<file path="src/rtl/padmux_pkg.sv">
`timescale 1ns/1ps
package padmux_pkg;
  localparam int NUM_PADS = 64;
  localparam int NUM_P1   = 16;
  localparam int NUM_P4   = 6;
  localparam int NUM_P8   = 4;
  localparam int NUM_P16  = 2;
  localparam int NUM_P32  = 1;
  localparam int NUM_SIDE = 3;
  localparam int SIDE_W   = (NUM_SIDE > 1) ? $clog2(NUM_SIDE) : 1;
  localparam int BUS4     = NUM_P4 * 4;
  localparam int BUS8     = NUM_P8 * 8;
  localparam int BUS16    = NUM_P16 * 16;
  localparam int BUS32    = NUM_P32 * 32;

  // Ports taken over by each PHY mode
  localparam logic [NUM_P1-1:0] USB_TAKE1  = 16'h07B0;
  localparam logic [NUM_P8-1:0] USB_TAKE8  = 4'b0011;
  localparam logic [NUM_P1-1:0] MIPI_TAKE1 = 16'h4110;
  localparam logic [NUM_P8-1:0] MIPI_TAKE8 = 4'b0001;

  typedef enum logic [2:0] {
    SRC_NONE, SRC_SIDE, SRC_PHY, SRC_P1, SRC_P4, SRC_P8, SRC_P16, SRC_P32
  } padSrc_e;

  // Strobe from control to datapath, one per pad
  typedef struct packed {
    padSrc_e             src;
    logic [SIDE_W-1:0]   sideIdx;
  } padSel_t;

  // Nested 8-pad groups shared by 4-, 8- and 16-bit ports
  function automatic int grpOf(int p);
    if (p >= 2 && p <= 9)   return 0;
    if (p >= 14 && p <= 21) return 1;
    if (p >= 26 && p <= 33) return 2;
    return -1;
  endfunction

  function automatic int flat1Of(int p);
    if (p < 2)              return p;
    if (p >= 10 && p <= 13) return p - 8;
    if (p >= 22 && p <= 25) return p - 16;
    if (p >= 34 && p <= 39) return p - 24;
    return -1;
  endfunction

  function automatic int flat4Of(int p);
    int g, off;
    g = grpOf(p);
    if (g < 0) return -1;
    off = p - (2 + 12 * g);
    if (off < 2) return 8 * g + off;
    if (off < 6) return 8 * g + 4 + (off - 2);
    return 8 * g + (off - 4);
  endfunction

  function automatic int flat8Of(int p);
    int g;
    g = grpOf(p);
    if (g >= 0) return 8 * g + (p - (2 + 12 * g));
    if (p >= 36 && p <= 43) return 24 + (p - 36);
    return -1;
  endfunction

  function automatic int flat16Of(int p);
    int g;
    g = grpOf(p);
    if (g >= 0) return 8 * g + (p - (2 + 12 * g));
    if (p >= 36 && p <= 43) return 24 + (p - 36);
    return -1;
  endfunction

  function automatic int flat32Of(int p);
    int g, off;
    if (p >= 44 && p <= 63) return p - 44;
    g = grpOf(p);
    if (g < 0) return -1;
    off = p - (2 + 12 * g);
    if (g == 0) return 20 + off;
    if (g == 1 && off < 4) return 28 + off;
    return -1;
  endfunction
endpackage

</file>
<file path="src/rtl/padmux_ctrl.sv">
`timescale 1ns/1ps
module padmux_ctrl
  import padmux_pkg::*;
(
  input  logic                                clk,
  input  logic                                rstN,
  input  logic [NUM_P1-1:0]                   p1En,
  input  logic [NUM_P1-1:0]                   p1Dir,
  input  logic [NUM_P4-1:0]                   p4En,
  input  logic [NUM_P4-1:0]                   p4Dir,
  input  logic [NUM_P8-1:0]                   p8En,
  input  logic [NUM_P8-1:0]                   p8Dir,
  input  logic [NUM_P16-1:0]                  p16En,
  input  logic [NUM_P16-1:0]                  p16Dir,
  input  logic [NUM_P32-1:0]                  p32En,
  input  logic [NUM_P32-1:0]                  p32Dir,
  input  logic [NUM_SIDE-1:0][NUM_PADS-1:0]   sideEn,
  input  logic                                usbMode,
  input  logic                                mipiMode,
  output padSel_t [NUM_PADS-1:0]              padSel
);
  logic [NUM_P1-1:0]  en1Q, dir1Q;
  logic [NUM_P4-1:0]  en4Q, dir4Q;
  logic [NUM_P8-1:0]  en8Q, dir8Q;
  logic [NUM_P16-1:0] en16Q, dir16Q;
  logic [NUM_P32-1:0] en32Q, dir32Q;
  logic [NUM_SIDE-1:0][NUM_PADS-1:0] sideQ;
  logic usbQ, mipiQ;

  always_ff @(posedge clk or negedge rstN) begin
    if (!rstN) begin
      en1Q <= '0;  dir1Q <= '0;  en4Q <= '0;  dir4Q <= '0;
      en8Q <= '0;  dir8Q <= '0;  en16Q <= '0; dir16Q <= '0;
      en32Q <= '0; dir32Q <= '0; sideQ <= '0;
      usbQ <= 1'b0; mipiQ <= 1'b0;
    end else begin
      en1Q <= p1En;   dir1Q <= p1Dir;   en4Q <= p4En;   dir4Q <= p4Dir;
      en8Q <= p8En;   dir8Q <= p8Dir;   en16Q <= p16En; dir16Q <= p16Dir;
      en32Q <= p32En; dir32Q <= p32Dir; sideQ <= sideEn;
      usbQ <= usbMode; mipiQ <= mipiMode;
    end
  end

  logic [NUM_P1-1:0]  stolen1, act1;
  logic [NUM_P8-1:0]  stolen8, act8;
  logic [NUM_P4-1:0]  act4;
  logic [NUM_P16-1:0] act16;
  logic [NUM_P32-1:0] act32;

  assign stolen1 = (usbQ ? USB_TAKE1 : '0) | (mipiQ ? MIPI_TAKE1 : '0);
  assign stolen8 = (usbQ ? USB_TAKE8 : '0) | (mipiQ ? MIPI_TAKE8 : '0);
  assign act1    = en1Q & dir1Q & ~stolen1;
  assign act4    = en4Q & dir4Q;
  assign act8    = en8Q & dir8Q & ~stolen8;
  assign act16   = en16Q & dir16Q;
  assign act32   = en32Q & dir32Q;

  for (genvar p = 0; p < NUM_PADS; p++) begin : g_pad
    localparam int F1  = flat1Of(p);
    localparam int F4  = flat4Of(p);
    localparam int F8  = flat8Of(p);
    localparam int F16 = flat16Of(p);
    localparam int F32 = flat32Of(p);

    logic a1, h1, a4, h8, a8, a16, a32, sHit;
    logic [SIDE_W-1:0] sIdx;
    padSel_t selLoc;

    if (F1 >= 0) begin : g_m1
      assign a1 = act1[F1];
      assign h1 = stolen1[F1];
    end else begin : g_n1
      assign a1 = 1'b0;
      assign h1 = 1'b0;
    end
    if (F4 >= 0) begin : g_m4
      assign a4 = act4[F4/4];
    end else begin : g_n4
      assign a4 = 1'b0;
    end
    if (F8 >= 0) begin : g_m8
      assign a8 = act8[F8/8];
      assign h8 = stolen8[F8/8];
    end else begin : g_n8
      assign a8 = 1'b0;
      assign h8 = 1'b0;
    end
    if (F16 >= 0) begin : g_m16
      assign a16 = act16[F16/16];
    end else begin : g_n16
      assign a16 = 1'b0;
    end
    if (F32 >= 0) begin : g_m32
      assign a32 = act32[F32/32];
    end else begin : g_n32
      assign a32 = 1'b0;
    end

    // Lowest-numbered side function has priority
    always_comb begin
      sHit = 1'b0;
      sIdx = '0;
      for (int s = NUM_SIDE - 1; s >= 0; s--) begin
        if (sideQ[s][p]) begin
          sHit = 1'b1;
          sIdx = SIDE_W'(s);
        end
      end
    end

    always_comb begin
      selLoc.sideIdx = sIdx;
      if (sHit)      selLoc.src = SRC_SIDE;
      else if (h1)   selLoc.src = SRC_PHY;
      else if (a1)   selLoc.src = SRC_P1;
      else if (a4)   selLoc.src = SRC_P4;
      else if (h8)   selLoc.src = SRC_PHY;
      else if (a8)   selLoc.src = SRC_P8;
      else if (a16)  selLoc.src = SRC_P16;
      else if (a32)  selLoc.src = SRC_P32;
      else           selLoc.src = SRC_NONE;
    end

    assign padSel[p] = selLoc;

    // a narrow active port keeps wider ports off the pad
    p_narrow_wins_r2: assert property (@(posedge clk) disable iff (!rstN)
      ((a1 || a4) && !sHit && !h1) |-> !(selLoc.src inside {SRC_P8, SRC_P16, SRC_P32}));

    // a taken 1-bit port holds its pad for the PHY unless a side function claims it
    p_phy_hold_r7: assert property (@(posedge clk) disable iff (!rstN)
      (h1 && !sHit) |-> (selLoc.src == SRC_PHY));

    if (F4 >= 0 && F8 >= 0) begin : g_usbchk
      // 4-bit ports under taken 8-bit ports still reach the pad
      p_usb_pass_r6: assert property (@(posedge clk) disable iff (!rstN)
        (usbQ && a4 && !sHit) |-> (selLoc.src == SRC_P4));
    end
  end
endmodule

</file>
<file path="src/rtl/padmux_dp.sv">
`timescale 1ns/1ps
module padmux_dp
  import padmux_pkg::*;
(
  input  logic                                clk,
  input  logic                                rstN,
  input  padSel_t [NUM_PADS-1:0]              padSel,
  input  logic [NUM_P1-1:0]                   p1Out,
  input  logic [BUS4-1:0]                     p4Out,
  input  logic [BUS8-1:0]                     p8Out,
  input  logic [BUS16-1:0]                    p16Out,
  input  logic [BUS32-1:0]                    p32Out,
  input  logic [NUM_SIDE-1:0][NUM_PADS-1:0]   sideOut,
  input  logic [NUM_SIDE-1:0][NUM_PADS-1:0]   sideOe,
  input  logic [NUM_PADS-1:0]                 padIn,
  output logic [NUM_PADS-1:0]                 padOut,
  output logic [NUM_PADS-1:0]                 padOe,
  output logic [NUM_PADS-1:0]                 padPullDn,
  output logic [NUM_P1-1:0]                   p1In,
  output logic [BUS4-1:0]                     p4In,
  output logic [BUS8-1:0]                     p8In,
  output logic [BUS16-1:0]                    p16In,
  output logic [BUS32-1:0]                    p32In
);
  for (genvar p = 0; p < NUM_PADS; p++) begin : g_pad
    localparam int F1  = flat1Of(p);
    localparam int F4  = flat4Of(p);
    localparam int F8  = flat8Of(p);
    localparam int F16 = flat16Of(p);
    localparam int F32 = flat32Of(p);

    logic d1, d4, d8, d16, d32, outLoc, oeLoc;

    if (F1 >= 0) begin : g_m1
      assign d1 = p1Out[F1];
      assign p1In[F1] = padIn[p];
    end else begin : g_n1
      assign d1 = 1'b0;
    end
    if (F4 >= 0) begin : g_m4
      assign d4 = p4Out[F4];
      assign p4In[F4] = padIn[p];
    end else begin : g_n4
      assign d4 = 1'b0;
    end
    if (F8 >= 0) begin : g_m8
      assign d8 = p8Out[F8];
      assign p8In[F8] = padIn[p];
    end else begin : g_n8
      assign d8 = 1'b0;
    end
    if (F16 >= 0) begin : g_m16
      assign d16 = p16Out[F16];
      assign p16In[F16] = padIn[p];
    end else begin : g_n16
      assign d16 = 1'b0;
    end
    if (F32 >= 0) begin : g_m32
      assign d32 = p32Out[F32];
      assign p32In[F32] = padIn[p];
    end else begin : g_n32
      assign d32 = 1'b0;
    end

    always_comb begin
      outLoc = 1'b0;
      oeLoc  = 1'b0;
      case (padSel[p].src)
        SRC_SIDE: begin
          outLoc = sideOut[padSel[p].sideIdx][p];
          oeLoc  = sideOe[padSel[p].sideIdx][p];
        end
        SRC_P1:  begin outLoc = d1;  oeLoc = 1'b1; end
        SRC_P4:  begin outLoc = d4;  oeLoc = 1'b1; end
        SRC_P8:  begin outLoc = d8;  oeLoc = 1'b1; end
        SRC_P16: begin outLoc = d16; oeLoc = 1'b1; end
        SRC_P32: begin outLoc = d32; oeLoc = 1'b1; end
        default: ;
      endcase
    end

    assign padOut[p]    = outLoc;
    assign padOe[p]     = oeLoc;
    assign padPullDn[p] = (padSel[p].src == SRC_NONE);
  end

  // pull-down and drive never overlap
  p_pull_excl_r8: assert property (@(posedge clk) disable iff (!rstN)
    (padOe & padPullDn) == '0);

  // first cycle out of reset the pads are idle and pulled down
  p_reset_idle_r1: assert property (@(posedge clk) disable iff (!rstN)
    $rose(rstN) |-> (padOe == '0 && padPullDn == '1));
endmodule

</file>
<file path="src/rtl/padmux_top.sv">
`timescale 1ns/1ps
module padmux_top
  import padmux_pkg::*;
(
  input  logic                                clk,
  input  logic                                rstN,
  input  logic [NUM_P1-1:0]                   p1En,
  input  logic [NUM_P1-1:0]                   p1Dir,
  input  logic [NUM_P1-1:0]                   p1Out,
  output logic [NUM_P1-1:0]                   p1In,
  input  logic [NUM_P4-1:0]                   p4En,
  input  logic [NUM_P4-1:0]                   p4Dir,
  input  logic [BUS4-1:0]                     p4Out,
  output logic [BUS4-1:0]                     p4In,
  input  logic [NUM_P8-1:0]                   p8En,
  input  logic [NUM_P8-1:0]                   p8Dir,
  input  logic [BUS8-1:0]                     p8Out,
  output logic [BUS8-1:0]                     p8In,
  input  logic [NUM_P16-1:0]                  p16En,
  input  logic [NUM_P16-1:0]                  p16Dir,
  input  logic [BUS16-1:0]                    p16Out,
  output logic [BUS16-1:0]                    p16In,
  input  logic [NUM_P32-1:0]                  p32En,
  input  logic [NUM_P32-1:0]                  p32Dir,
  input  logic [BUS32-1:0]                    p32Out,
  output logic [BUS32-1:0]                    p32In,
  input  logic [NUM_SIDE-1:0][NUM_PADS-1:0]   sideEn,
  input  logic [NUM_SIDE-1:0][NUM_PADS-1:0]   sideOut,
  input  logic [NUM_SIDE-1:0][NUM_PADS-1:0]   sideOe,
  input  logic                                usbMode,
  input  logic                                mipiMode,
  input  logic [NUM_PADS-1:0]                 padIn,
  output logic [NUM_PADS-1:0]                 padOut,
  output logic [NUM_PADS-1:0]                 padOe,
  output logic [NUM_PADS-1:0]                 padPullDn
);
  padSel_t [NUM_PADS-1:0] padSel;

  padmux_ctrl ctrl_i (
    .clk(clk), .rstN(rstN),
    .p1En(p1En), .p1Dir(p1Dir), .p4En(p4En), .p4Dir(p4Dir),
    .p8En(p8En), .p8Dir(p8Dir), .p16En(p16En), .p16Dir(p16Dir),
    .p32En(p32En), .p32Dir(p32Dir), .sideEn(sideEn),
    .usbMode(usbMode), .mipiMode(mipiMode), .padSel(padSel)
  );

  padmux_dp dp_i (
    .clk(clk), .rstN(rstN), .padSel(padSel),
    .p1Out(p1Out), .p4Out(p4Out), .p8Out(p8Out), .p16Out(p16Out), .p32Out(p32Out),
    .sideOut(sideOut), .sideOe(sideOe), .padIn(padIn),
    .padOut(padOut), .padOe(padOe), .padPullDn(padPullDn),
    .p1In(p1In), .p4In(p4In), .p8In(p8In), .p16In(p16In), .p32In(p32In)
  );
endmodule

</file>
<file path="config.mk">
export PLATFORM = sky130hd
export DESIGN_NAME = padmux_top
export DESIGN_NICKNAME = d
export VERILOG_FILES = /design/src/rtl/padmux_pkg.sv /design/src/rtl/padmux_ctrl.sv /design/src/rtl/padmux_dp.sv /design/src/rtl/padmux_top.sv
export SDC_FILE = /design/constraint.sdc
export NUM_CORES = 1
export LEC_CHECK = 0
export BUFFER_PORTS_ARGS = -buffer_cell sky130_fd_sc_hd__buf_2
export CORE_AREA = 2 2 456 458
export DETAILED_ROUTE_END_ITERATION = 8
export DIE_AREA = 0 0 458 460
export SLEW_MARGIN = 0
export SYNTH_ARGS = -nofsm -noshare
export SYNTH_HDL_FRONTEND = slang
export SYNTH_SLANG_ARGS = --single-unit
</file>
<file path="constraint.sdc">
create_clock -name clk -period 1.8 [get_ports clk]
set_input_delay 0.18 -clock clk [delete_from_list [all_inputs] [get_ports clk]]
set_output_delay 0.18 -clock clk [all_outputs]
set_load 0.1 [all_outputs]
</file>
* Word-level counts from Yosys, hierarchy flattened
Index checks and enable logic that the tools add are counted.
** Word-level totals
- Bits in registers :: 252
- Logic and storage cells :: 1492
- Memories kept :: 0
- Input bits :: 838
- Output and inout bits :: 328
- Bits in latches :: 0
- Bits in writable memories :: 0
- Bits in read-only memories :: 0
** Cells by class
- $add $sub $neg :: 0
- Eq/ne operators :: 384
- Multiplexer cells :: 890
- Multipliers :: 0
- Bitwise logic cells :: 11
- Div/mod/pow operators :: 0
- Reduce and logical (&&, ||, !) cells :: 128
- Order comparisons :: 64
- Shift operators :: 0
** Operator list (number)
- 64-bit binary-select mux with 2-bit select :: 128
- 3-bit == test (second input constant) :: 248
- 2-bit two-way mux :: 211
- 5-bit OR reduction :: 64
- 3-bit two-way mux :: 104
- 1-bit two-way mux :: 195
- 3-bit logical NOT :: 64
- 2-bit by 3-bit less-than comparator with 1-bit output (second input constant) :: 64
- 1-bit case mux with 2 select lines :: 96
- 3-bit by 1-bit == test with 1-bit output (second input constant) :: 62
- 3-bit by 2-bit == test with 1-bit output (second input constant) :: 62
- 64-bit two-way mux :: 2
- 63-bit two-way mux :: 2
- 62-bit two-way mux :: 2
- 61-bit two-way mux :: 2
- 60-bit two-way mux :: 2
- 59-bit two-way mux :: 2
- 58-bit two-way mux :: 2
- 57-bit two-way mux :: 2
- 56-bit two-way mux :: 2
- 55-bit two-way mux :: 2
- 54-bit two-way mux :: 2
- 53-bit two-way mux :: 2
- 52-bit two-way mux :: 2
- other kinds (63) :: 153

* Longest topological paths before layout
Gate-level depths: netlist (run 1).
- Depth in word-level cells :: 12
- Gate-level depth with buffers :: 8
- Gate-level depth less buffers :: 5

* Hierarchy
A second synthesis (run 1) with hierarchy kept.
** Unflattened totals
- Cells, all modules :: 1887
- Area total of the unflattened synthesis :: 16728.5 um^2
** Modules (own cells, without submodules)
- padmux_ctrl :: instances 1, seq. area each 6306.0 um^2, area each 9116.2 um^2, cells each 715
- padmux_dp :: instances 1, seq. area each 0.0 um^2, area each 7612.3 um^2, cells each 1172

* Least setup slack after synthesis (run 1)
No wires, ideal clock.
- Path kind :: reg2out
- Start :: register ctrl_i.sideQ[128] (netlist bit)
- End :: output port padOe[0]
- Cell stages (with the launch flop) :: 4
- Data required time :: 1.620 ns
- Setup slack :: -4.283 ns
- Arrival time :: 5.903 ns
- Path through :: dfrtp_1 > a2111oi_0 > nor2_1 > buf_4
** On the way
- Longest elaborated chain between the ends :: 7
- Elaborated cells between the ends (all ways) :: 17
- Classes of those cells :: eq/ne (6); mux (10); reduce/logical (1)
** Ends and longest elaborated chain
- start: declaration :: RTL line padmux_ctrl.sv:27 : logic [NUM_SIDE-1:0][NUM_PADS-1:0] sideQ;
- start signal: assignment :: RTL line padmux_ctrl.sv:39 : en32Q <= p32En; dir32Q <= p32Dir; sideQ <= sideEn;
- 1-bit two-way mux (3 in a row) :: RTL line padmux_ctrl.sv:104 : if (sideQ[s][p]) begin
- 2-bit two-way mux :: RTL line padmux_ctrl.sv:113 : if (sHit) selLoc.src = SRC_SIDE;
- 2-bit by 3-bit == test with 1-bit output or 2-bit == test (tied branches) :: RTL line padmux_dp.sv:68 : case (padSel[p].src)
- 5-bit OR reduction (no line)
- 1-bit case mux with 2 select lines * :: RTL line padmux_dp.sv:68
- end: declaration :: RTL line padmux_top.sv:34 : output logic [NUM_PADS-1:0] padOe,
Mark *: on every way between the ends. The rest lies on a longest branch, timed or not. The select of a mux whose other input is x is not followed.

* Final worst setup path (run 1)
- Start :: register ctrl_i.dir32Q
- End :: output port padOe[3]
** On the way
- Longest elaborated chain between the ends :: 10
- Elaborated cells between the ends (all ways) :: 15
- Classes of those cells :: eq/ne (6); mux (7); bitwise (1); reduce/logical (1)
** Ends and longest elaborated chain
- start: declaration :: RTL line padmux_ctrl.sv:26 : logic [NUM_P32-1:0] en32Q, dir32Q;
- start signal: assignment :: RTL line padmux_ctrl.sv:39
- 1-bit AND * :: RTL line padmux_ctrl.sv:56 : assign act32 = en32Q & dir32Q;
- 3-bit two-way mux * :: RTL line padmux_ctrl.sv:120 : else if (a32) selLoc.src = SRC_P32;
- 3-bit two-way mux * :: RTL line padmux_ctrl.sv:119 : else if (a16) selLoc.src = SRC_P16;
- 3-bit two-way mux * :: RTL line padmux_ctrl.sv:118 : else if (a8) selLoc.src = SRC_P8;
- 3-bit two-way mux * :: RTL line padmux_ctrl.sv:117 : else if (h8) selLoc.src = SRC_PHY;
- 3-bit two-way mux * :: RTL line padmux_ctrl.sv:116 : else if (a4) selLoc.src = SRC_P4;
- 3-bit two-way mux * :: RTL line padmux_ctrl.sv:113
- 3-bit by 2-bit == test with 1-bit output or 3-bit == test (tied branches) :: RTL line padmux_dp.sv:68
- 5-bit OR reduction (no line)
- 1-bit case mux with 2 select lines * :: RTL line padmux_dp.sv:68
Mark *: on every way between the ends. The rest lies on a longest branch, timed or not.

==> flow_summary.yaml, run 1 <==
clock_tree:
  cts_made_buffers: 38
  clk_pin_slew_ns: 0.06
  clock_path_buffers: 3
  cts_max_level: 2
  root_buffer: "clkbuf_16"
  cts_tree: "done"
  cts_sinks: 252
layout:
  fillers: 23100
  final_cell_mix: "772 x buf_2, 253 x dlygate4sd3_1, 243 x dfrtp_1"
  final_common_cell: "buf_2"
  drive_gt1_share_pct: 58.4
  area_growth_pct: 133
  final_area_um2: 32800
  multiInputGateArea_um2: 7950
  final_nets: 3685
  regArea_um2: 6320
synthesis:
  netlist_instances: 1560
  ys_seq_area_share_pct: 44.7
  syn_nets: 2398
  synthFlopType: "dfrtp_1"
  synth_edf_count: 0
  syn_area_per_cell_um2: 9.04
  yosys_warnings: 0
  yosysUniqueCellTypes: 55
  synthArstFlopShare_pct: 100
  netlist_area_um2: 14100
  synth-seq-cells: 252
setup_path:
  crit_path_end_kind: "output port"
  crit_fanout: 4
  timing_worst_setup_path_type: "reg -> out"
  start_kind: "register"
  critical_path_required_ns: 1.62
  cp.arrival_ns: 2.58
global_route:
  top_usage_layer: "met2"
  grt_overflow: 0
  grt_max_degree: 44
  met2_usage_pct: 25.6
  grt_pass1_wl_mm: 188
  grt_use_total_pct: 13.7
  use_met3_pct: 5.80
  use_met1_pct: 12.0
  antenna_found_initial: 195
  first_global_vias: 19000
die:
  rows: 167
  die_w_um: 458
  num_io_pins: 1166
  start_util_pct: 6.84
  dieArea_um2: 211000
  fp.coreArea_um2: 206000
  die_h_um: 460
timing:
  setup_violations: 192
  fmax_mhz: 363
  tns_ns: -115.42
  min_period_ns: 2.76
  finalHoldViolCount: 0
  rsz0062_at_grt: "true"
  fin_crit_sh_pct: 153
  tightestPinTransition_ns: 0.617
  slew_headroom_pct: 58.9
  worst_slack_ns: -0.958
  final_max_slew_viol_count: 0
power_and_ir_drop:
  power_density_nw_per_um2: 695
  clockPowerShare_pct: 34.9
  power_leakage_nw: 13.7
  cell_internal_pwr_mw: 14.1
  peakVddDrop_uv: 693
  p_sw_share_pct: 38.0
  seq_power_share_pct: 28.1
  pwr-share-comb_pct: 37.1
  net-switching-power_mw: 8.65
place:
  portBuffers: 965
  place.gp.congestion: 0.946
  placed_cell_area_um2: 25900
  dpl.hpwl_mm: 133
detailed_routing:
  viasPerCell: 3.27
  ant_nets: 0
  wl_per_cell_um: 26.5
  drt-initial-drc-count: 1012
  wl_mm: 151
  drtPass1Iterations: 5
  route.vias.total: 18600
  post-route-drc-count: 0
outcome:
  violations: "setup timing"
  status: "complete, but fails checks"
flow_run:
  drv_cap: 0
worst_hold_path:
  min_path_type: "in -> async"
==> power groups by stage <==
stage	combinational (mW)	clock [mW]	sequential [mW]
final	8.44	7.94	6.40
after global routing	8.79	8.45	6.44
after CTS	8.35	8.30	6.37
after detailed placement	7.24	0	6.43
after global placement	7.21	0	6.43
after floorplan	5.30	0	6.33
==> worst max path at each step <==
stage | start | endpoint | slack [ns] | depth (start not counted)
floorplan | ctrl_i.en32Q | padOe[47] | -0.67 | 6
global placement | ctrl_i.en32Q | padOe[62] | -0.87 | 7
detailed placement | ctrl_i.en32Q | padOe[62] | -0.78 | 7
CTS | ctrl_i.mipiQ | padOut[7] | -1.01 | 8
global route | ctrl_i.dir32Q | padOut[8] | -1.09 | 9
finish | ctrl_i.dir32Q | padOe[3] | -0.96 | 10
==> worst max-delay path: stages (launching register included) <==
cell      delay (ns)
dfrtp_1         0.40
buf_6           0.13
a222oi_1        0.29
buf_4           0.18
nand2b_4        0.21
buf_6           0.15
nand2_8         0.07
nor2_4          0.15
buf_6           0.11
a21oi_2         0.04
buf_12          0.18
==> synthesized netlist by cell type (4+ instances only) <==
cell type,number,share of area (%)
a2111oi_0,11,0.68
a211o_1,8,0.50
a211oi_1,4,0.21
a21boi_0,9,0.48
a21oi_1,152,5.4
a221o_1,8,0.57
a221oi_1,6,0.37
a222oi_1,6,0.43
a22o_1,6,0.37
a22oi_1,31,1.7
a31o_2,6,0.37
a31oi_1,5,0.22
a32oi_1,12,0.75
and2_1,14,0.62
and3_1,15,0.67
buf_2,6,0.21
buf_4,264,14
clkbuf_1,9,0.24
dfrtp_1,252,45
inv_1,20,0.53
mux2_2,6,0.48
mux2i_1,18,1.3
nand2_1,158,4.2
nand2b_1,14,0.62
nand3_1,25,0.89
nand3b_1,20,1.1
nor2_1,134,3.6
nor2b_1,61,2.7
nor3_1,60,2.1
nor3b_1,29,1.5
nor4_1,23,1.0
nor4bb_1,4,0.28
o211ai_1,12,0.64
o21ai_0,88,3.1
o221ai_1,12,0.75
o22ai_1,7,0.31
o31ai_1,6,0.32
or3_1,9,0.40
==> state kept, by name, indices dropped and copies added (netlist names) <==
register,cells
ctrl_i.en4Q,6
ctrl_i.mipiQ,1
ctrl_i.en8Q,4
ctrl_i.dir16Q,2
ctrl_i.dir8Q,4
ctrl_i.usbQ,1
ctrl_i.en32Q,1
ctrl_i.dir4Q,6
ctrl_i.en1Q,16
ctrl_i.sideQ,192
ctrl_i.dir32Q,1
ctrl_i.en16Q,2
ctrl_i.dir1Q,16
==> per-stage QoR <==
step | utilization [%] | power (mW) | instances | worst slack, ns | hold slack, ns
6_report | 15.9 | 22.8 | 5686 | -0.958 | 0.0436
5_1_grt | 15.9 | 23.7 | 5647 | -1.09 | 0.0501
4_1_cts | 15.4 | 23.0 | 5554 | -1.01 | 0.0278
3_5_place_dp | 12.6 | 13.7 | 5197 | -0.778 | 0.171
3_3_place_gp | 12.6 | 13.6 | 5197 | -0.866 | 0.166
2_1_floorplan | - | 11.6 | 1560 | -0.672 | -0.116
==> area by class of cell <==
class                           instances  share of cell area, %
Timing Repair Buffer                 1528                   41.2
Multi-Input combinational cell       1007                   24.2
Sequential cell                       252                   19.3
Tap cell                             2704                   10.3
Clock buffer                           51                   3.32
Antenna cell                          106                  0.809
Clock inverter                         18                  0.580
Inverter                               20                  0.252
==> logic make-up (layout without fill, tap and decap cells) <==
| group | Yosys count | in the layout | synth area share (%) |
|---|---|---|---|
| AND/OR/NAND/NOR | 579 | 579 | 20.4 |
| multiplexers | 24 | 24 | 1.76 |
| flip-flops | 252 | 252 | 44.7 |
| buffers and inverters | 301 | 1617 | 15.1 |
| other | 0 | 106 | 0 |
| AO/OA/AOI/OAI | 404 | 404 | 18.0 |
==> repair_timing <==
item | in CTS | in global routing
pin swaps | 171 | 103
gates cloned | 2 | 0
endpoints found under the hold margin | 428 | 0
hold buffers | 253 | 0
buffers inserted | 46 | 43
resized for setup | 447 | 152
endpoints found under the setup margin | 192 | 192
==> per-layer routing <==
layer,up-vias,share of wire [%]
li1,8046,-
met1,8745,29
met2,1148,52
met3,547,11
met4,104,8.1
met5,-,0.47
(Power assumes the default switching activity.)
==> run 2, diff against run 1 <==
GPL_TIMING_DRIVEN = 0   (was default)
==> flow_summary.yaml, run 2 (synthesis gave the netlist of run 1 again) <==
global_route:
  grt_max_degree: 93
  grt_overflow: 0
  first_global_vias: 19600
  antenna_found_initial: 201
  grt_pass1_wl_mm: 188
  grt_use_total_pct: 13.8
clock_tree:
  root_buffer: "clkbuf_16"
  cts_max_level: 2
  clk_pin_slew_ns: 0.06
  clock_path_buffers: 3
  cts_made_buffers: 40
  cts_tree: "done"
  cts_sinks: 252
worst_hold_path:
  min_path_type: "in -> async"
setup_path:
  timing_worst_setup_path_type: "reg -> out"
  start_kind: "register"
  path_cells: "a222oi_1, buf_4, buf_8, nand2b_4, a221o_1, o21ai_2, a21oi_2, buf_6, buf_12"
  crit_fanout: 4
  max_stage_delay_ns: 0.56
  cpMaxStageDelayCell: "dfrtp_4"
  critical_path_required_ns: 1.62
  cpLargestDelayFamily: "compound AO/OA/AOI/OAI gates"
  crit_buf_inv: 4
  cp.arrival_ns: 2.80
  crit_path_end_kind: "output port"
power_and_ir_drop:
  pwr-share-comb_pct: 39.1
  p_sw_share_pct: 39.8
  peakVddDrop_uv: 773
  net-switching-power_mw: 10.2
  seq_power_share_pct: 25.3
  power_leakage_nw: 14.7
  clockPowerShare_pct: 35.6
  power_density_nw_per_um2: 744
  cell_internal_pwr_mw: 15.4
detailed_routing:
  ant_nets: 0
  post-route-drc-count: 0
  route.vias.total: 19800
  wl_mm: 153
  viasPerCell: 3.38
  wl_per_cell_um: 26.0
  drtPass1Iterations: 5
  drt-initial-drc-count: 1107
layout:
  drive_gt1_share_pct: 62.2
  fin_cells: 5856
  final_cell_mix: "909 x buf_2, 253 x dlygate4sd3_1, 247 x buf_4"
  final_nets: 3898
  area_growth_pct: 144
  top_register: "ctrl_i.sideQ"
  final_common_cell: "buf_2"
  reg_top3: "ctrl_i.sideQ (192), ctrl_i.dir1Q (16), ctrl_i.en1Q (16)"
  largest_reg_flops: 192
die:
  fp.coreArea_um2: 206000
  die_h_um: 460
  die_w_um: 458
  dieArea_um2: 211000
  rows: 167
  num_io_pins: 1166
  start_util_pct: 6.84
timing:
  setup_violations: 192
  finalHoldViolCount: 0
  tightestPinTransition_ns: 0.833
  min_period_ns: 2.98
  worst_slack_ns: -1.18
  fmax_mhz: 335
  slew_headroom_pct: 43.8
  fin_crit_sh_pct: 166
  final_max_slew_viol_count: 0
  rsz0062_at_grt: "true"
place:
  place_ws_ns: -1.84
  dpl.hpwl_mm: 129
  place.gp.congestion: 0.966
  portBuffers: 1101
  dp_cells: 5371
outcome:
  status: "complete, but fails checks"
  violations: "setup timing"
flow_run:
  drv_cap: 0
run 2: timing repair:
action / CTS / global route
buffers inserted: 112 / 71
hold buffers: 253 / 0
gates resized for setup: 1163 / 209
setup endpoints to repair: 192 / 192
pin swaps: 161 / 173
gates cloned: 5 / 0
hold endpoints to repair: 336 / 0
run 2: per-stage QoR:
step	TNS, ns	area [um^2]	util [%]	hold slack [ns]	total power, mW
2_1_floorplan	-21.19	15000	-	-0.116	11.6
3_3_place_gp	-1442.85	23900	11.6	0.288	13.9
3_5_place_dp	-128.86	24000	11.7	0.199	14.0
4_1_cts	-148.19	33100	16.1	0.0462	25.7
5_1_grt	-153.26	34300	16.7	0.0910	26.5
6_report	-133.90	34400	16.7	0.0616	25.6
run 2: worst paths after layout:
path / from / to / slack, ns / cells after the start
max: ctrl_i.dir16Q[0] / padOut[8] / -1.18 / 9
min in group clk: sideEn[33] / ctrl_i.sideQ[33] / 0.16 / 2
min: rstN / ctrl_i.sideQ[161] / 0.06 / 2
max in group asynchronous: rstN / ctrl_i.sideQ[182] / 0.43 / 3
run 2: power groups by stage:
| stage | sequential (mW) | combinational (mW) | clock (mW) |
|---|---|---|---|
| 2_1_floorplan | 6.33 | 5.30 | 0 |
| 3_3_place_gp | 6.50 | 7.44 | 0 |
| 3_5_place_dp | 6.50 | 7.49 | 0 |
| 4_1_cts | 6.46 | 9.76 | 9.48 |
| 5_1_grt | 6.52 | 10.3 | 9.66 |
| 6_report | 6.48 | 10.0 | 9.11 |
run 2: cell type report:
type                    instances  area [um^2]
fillers                     22800       172000
repair buffers               1535        13000
multi-input cells            1007         8240
flip-flops and latches        252         6340
well taps                    2704         3380
plain buffers                 204         1680
clock buffers                  51         1140
clock inverters                22          363
diodes                         61          153
inverters                      20         78.8
run 2: per-layer routing:
metal  GRT usage [%]  vias up  wire length [um]  part of all wire (%)
met5               0        -               672                  0.44
met4            7.15      106              9920                   6.5
met3            5.97      522             16800                    11
met2            26.4     1465             80900                    53
met1            11.9     9255             44200                    29
li1                -     8433                 -                     -
==> run 3, diff against run 2 <==
SKIP_CTS_REPAIR_TIMING = 1   (was default)
==> flow_summary.yaml, run 3 (synthesis gave the netlist of run 1 again) <==
layout:
  final_nets: 3878
  fillers: 22900
  final_cell_mix: "909 x buf_2, 253 x dlygate4sd3_1, 248 x buf_4"
  drive_gt1_share_pct: 60.9
  top_register: "ctrl_i.sideQ"
  area_growth_pct: 138
  reg_top3: "ctrl_i.sideQ (192), ctrl_i.dir1Q (16), ctrl_i.en1Q (16)"
  largest_reg_flops: 192
  final_common_cell: "buf_2"
global_route:
  antenna_found_initial: 201
  grt_max_degree: 93
  grt_use_total_pct: 13.0
  grt_overflow: 0
  grt_pass1_wl_mm: 175
  first_global_vias: 17000
die:
  die_w_um: 458
  rows: 167
  die_h_um: 460
  start_util_pct: 6.84
  fp.coreArea_um2: 206000
  dieArea_um2: 211000
  num_io_pins: 1166
clock_tree:
  cts_tree: "done"
  root_buffer: "clkbuf_16"
  clk_pin_slew_ns: 0.06
  cts_sinks: 252
  cts_made_buffers: 40
  cts_max_level: 2
  clock_path_buffers: 3
power_and_ir_drop:
  power_leakage_nw: 14.4
  peakVddDrop_uv: 841
  totalPowerFinal_mw: 25.4
  power_density_nw_per_um2: 758
timing:
  finalHoldViolCount: 0
  slew_headroom_pct: 40.5
  fin_crit_sh_pct: 163
  setup_violations: 192
  worst_slack_ns: -1.14
  final_max_slew_viol_count: 0
  fin_hold_ws_ns: 0.0466
  min_period_ns: 2.94
  fmax_mhz: 340
  rsz0062_at_grt: "true"
  tightestPinTransition_ns: 0.883
detailed_routing:
  wl_met1_mm: 44.7
  viasPerCell: 3.38
  top_layer_used: "met5"
  wl_per_cell_um: 26.0
  drt-initial-drc-count: 1032
  wl_mm: 151
  post-route-drc-count: 0
  route.met2.wl_mm: 81.7
  route.vias.total: 19700
  drtPass1Iterations: 5
  ant_nets: 0
  routed-wl-met3_mm: 15.9
outcome:
  violations: "setup timing"
  status: "complete, but fails checks"
setup_path:
  start_kind: "register"
  critical_path_required_ns: 1.62
  crit_fanout: 8
  cp.arrival_ns: 2.76
  timing_worst_setup_path_type: "reg -> out"
  crit_path_end_kind: "output port"
place:
  place_ws_ns: -1.84
  portBuffers: 1101
  dpl.hpwl_mm: 129
  place.gp.congestion: 0.966
worst_hold_path:
  min_path_type: "in -> async"
flow_run:
  drv_cap: 0
## run 3: cell count changes in the layout (fill, tap and decap cells not counted), sizes merged
cell / delta
diode: -14
buf: -17
clkbuf: -3
## run 3: layer usage
| metal | GRT usage [%] | vias to the layer above |
|---|---|---|
| li1 | - | 8375 |
| met1 | 11.3 | 9207 |
| met2 | 25.4 | 1448 |
| met3 | 5.91 | 538 |
| met4 | 5.30 | 110 |
| met5 | 0.321 | - |
## run 3: final cells by class
type | instances | area (um^2) | share of cell area, %
diodes | 47 | 118 | 0.351
plain buffers | 238 | 2010 | 6.00
clock buffers | 51 | 1140 | 3.41
clock inverters | 22 | 363 | 1.08
inverters | 20 | 78.8 | 0.235
multi-input cells | 1007 | 7880 | 23.5
flip-flops and latches | 252 | 6330 | 18.9
well taps | 2704 | 3380 | 10.1
repair buffers | 1481 | 12200 | 36.5
## run 3: where the power goes
part / internal, mW / switching, mW / leakage [nW]
sequential: 5.96 / 0.522 / 2.92
clock: 5.57 / 3.56 / 0.738
combinational: 3.77 / 6.05 / 10.8
## run 3: through the flow
stage / instance area, um^2 / TNS [ns] / util, % / cells
floorplan: 15000 / -21.19 / - / 1560
global placement: 23900 / -1442.85 / 11.6 / 5365
detailed placement: 24000 / -128.86 / 11.7 / 5371
CTS: 25500 / -266.13 / 12.4 / 5444
global route: 33500 / -150.51 / 16.3 / 5795
finish: 33600 / -130.72 / 16.3 / 5822
## run 3: path summary, 6_finish.rpt
path	start	end	slack, ns	cells past startpoint
setup / recovery	ctrl_i.mipiQ	padOut[9]	-1.14	8
max in group asynchronous	rstN	ctrl_i.sideQ[182]	0.43	3
hold / removal	rstN	ctrl_i.sideQ[161]	0.05	2
min in group clk	sideEn[91]	ctrl_i.sideQ[91]	0.16	2
## run 3: worst max-delay path, cell delays in order, from the launching register on
cell and delay, ns:
dfrtp_4 0.57, or2_1 0.27, buf_6 0.16, a21oi_2 0.32
a31o_2 0.23, a221oi_1 0.05, nor3_1 0.19, buf_6 0.14
buf_12 0.16
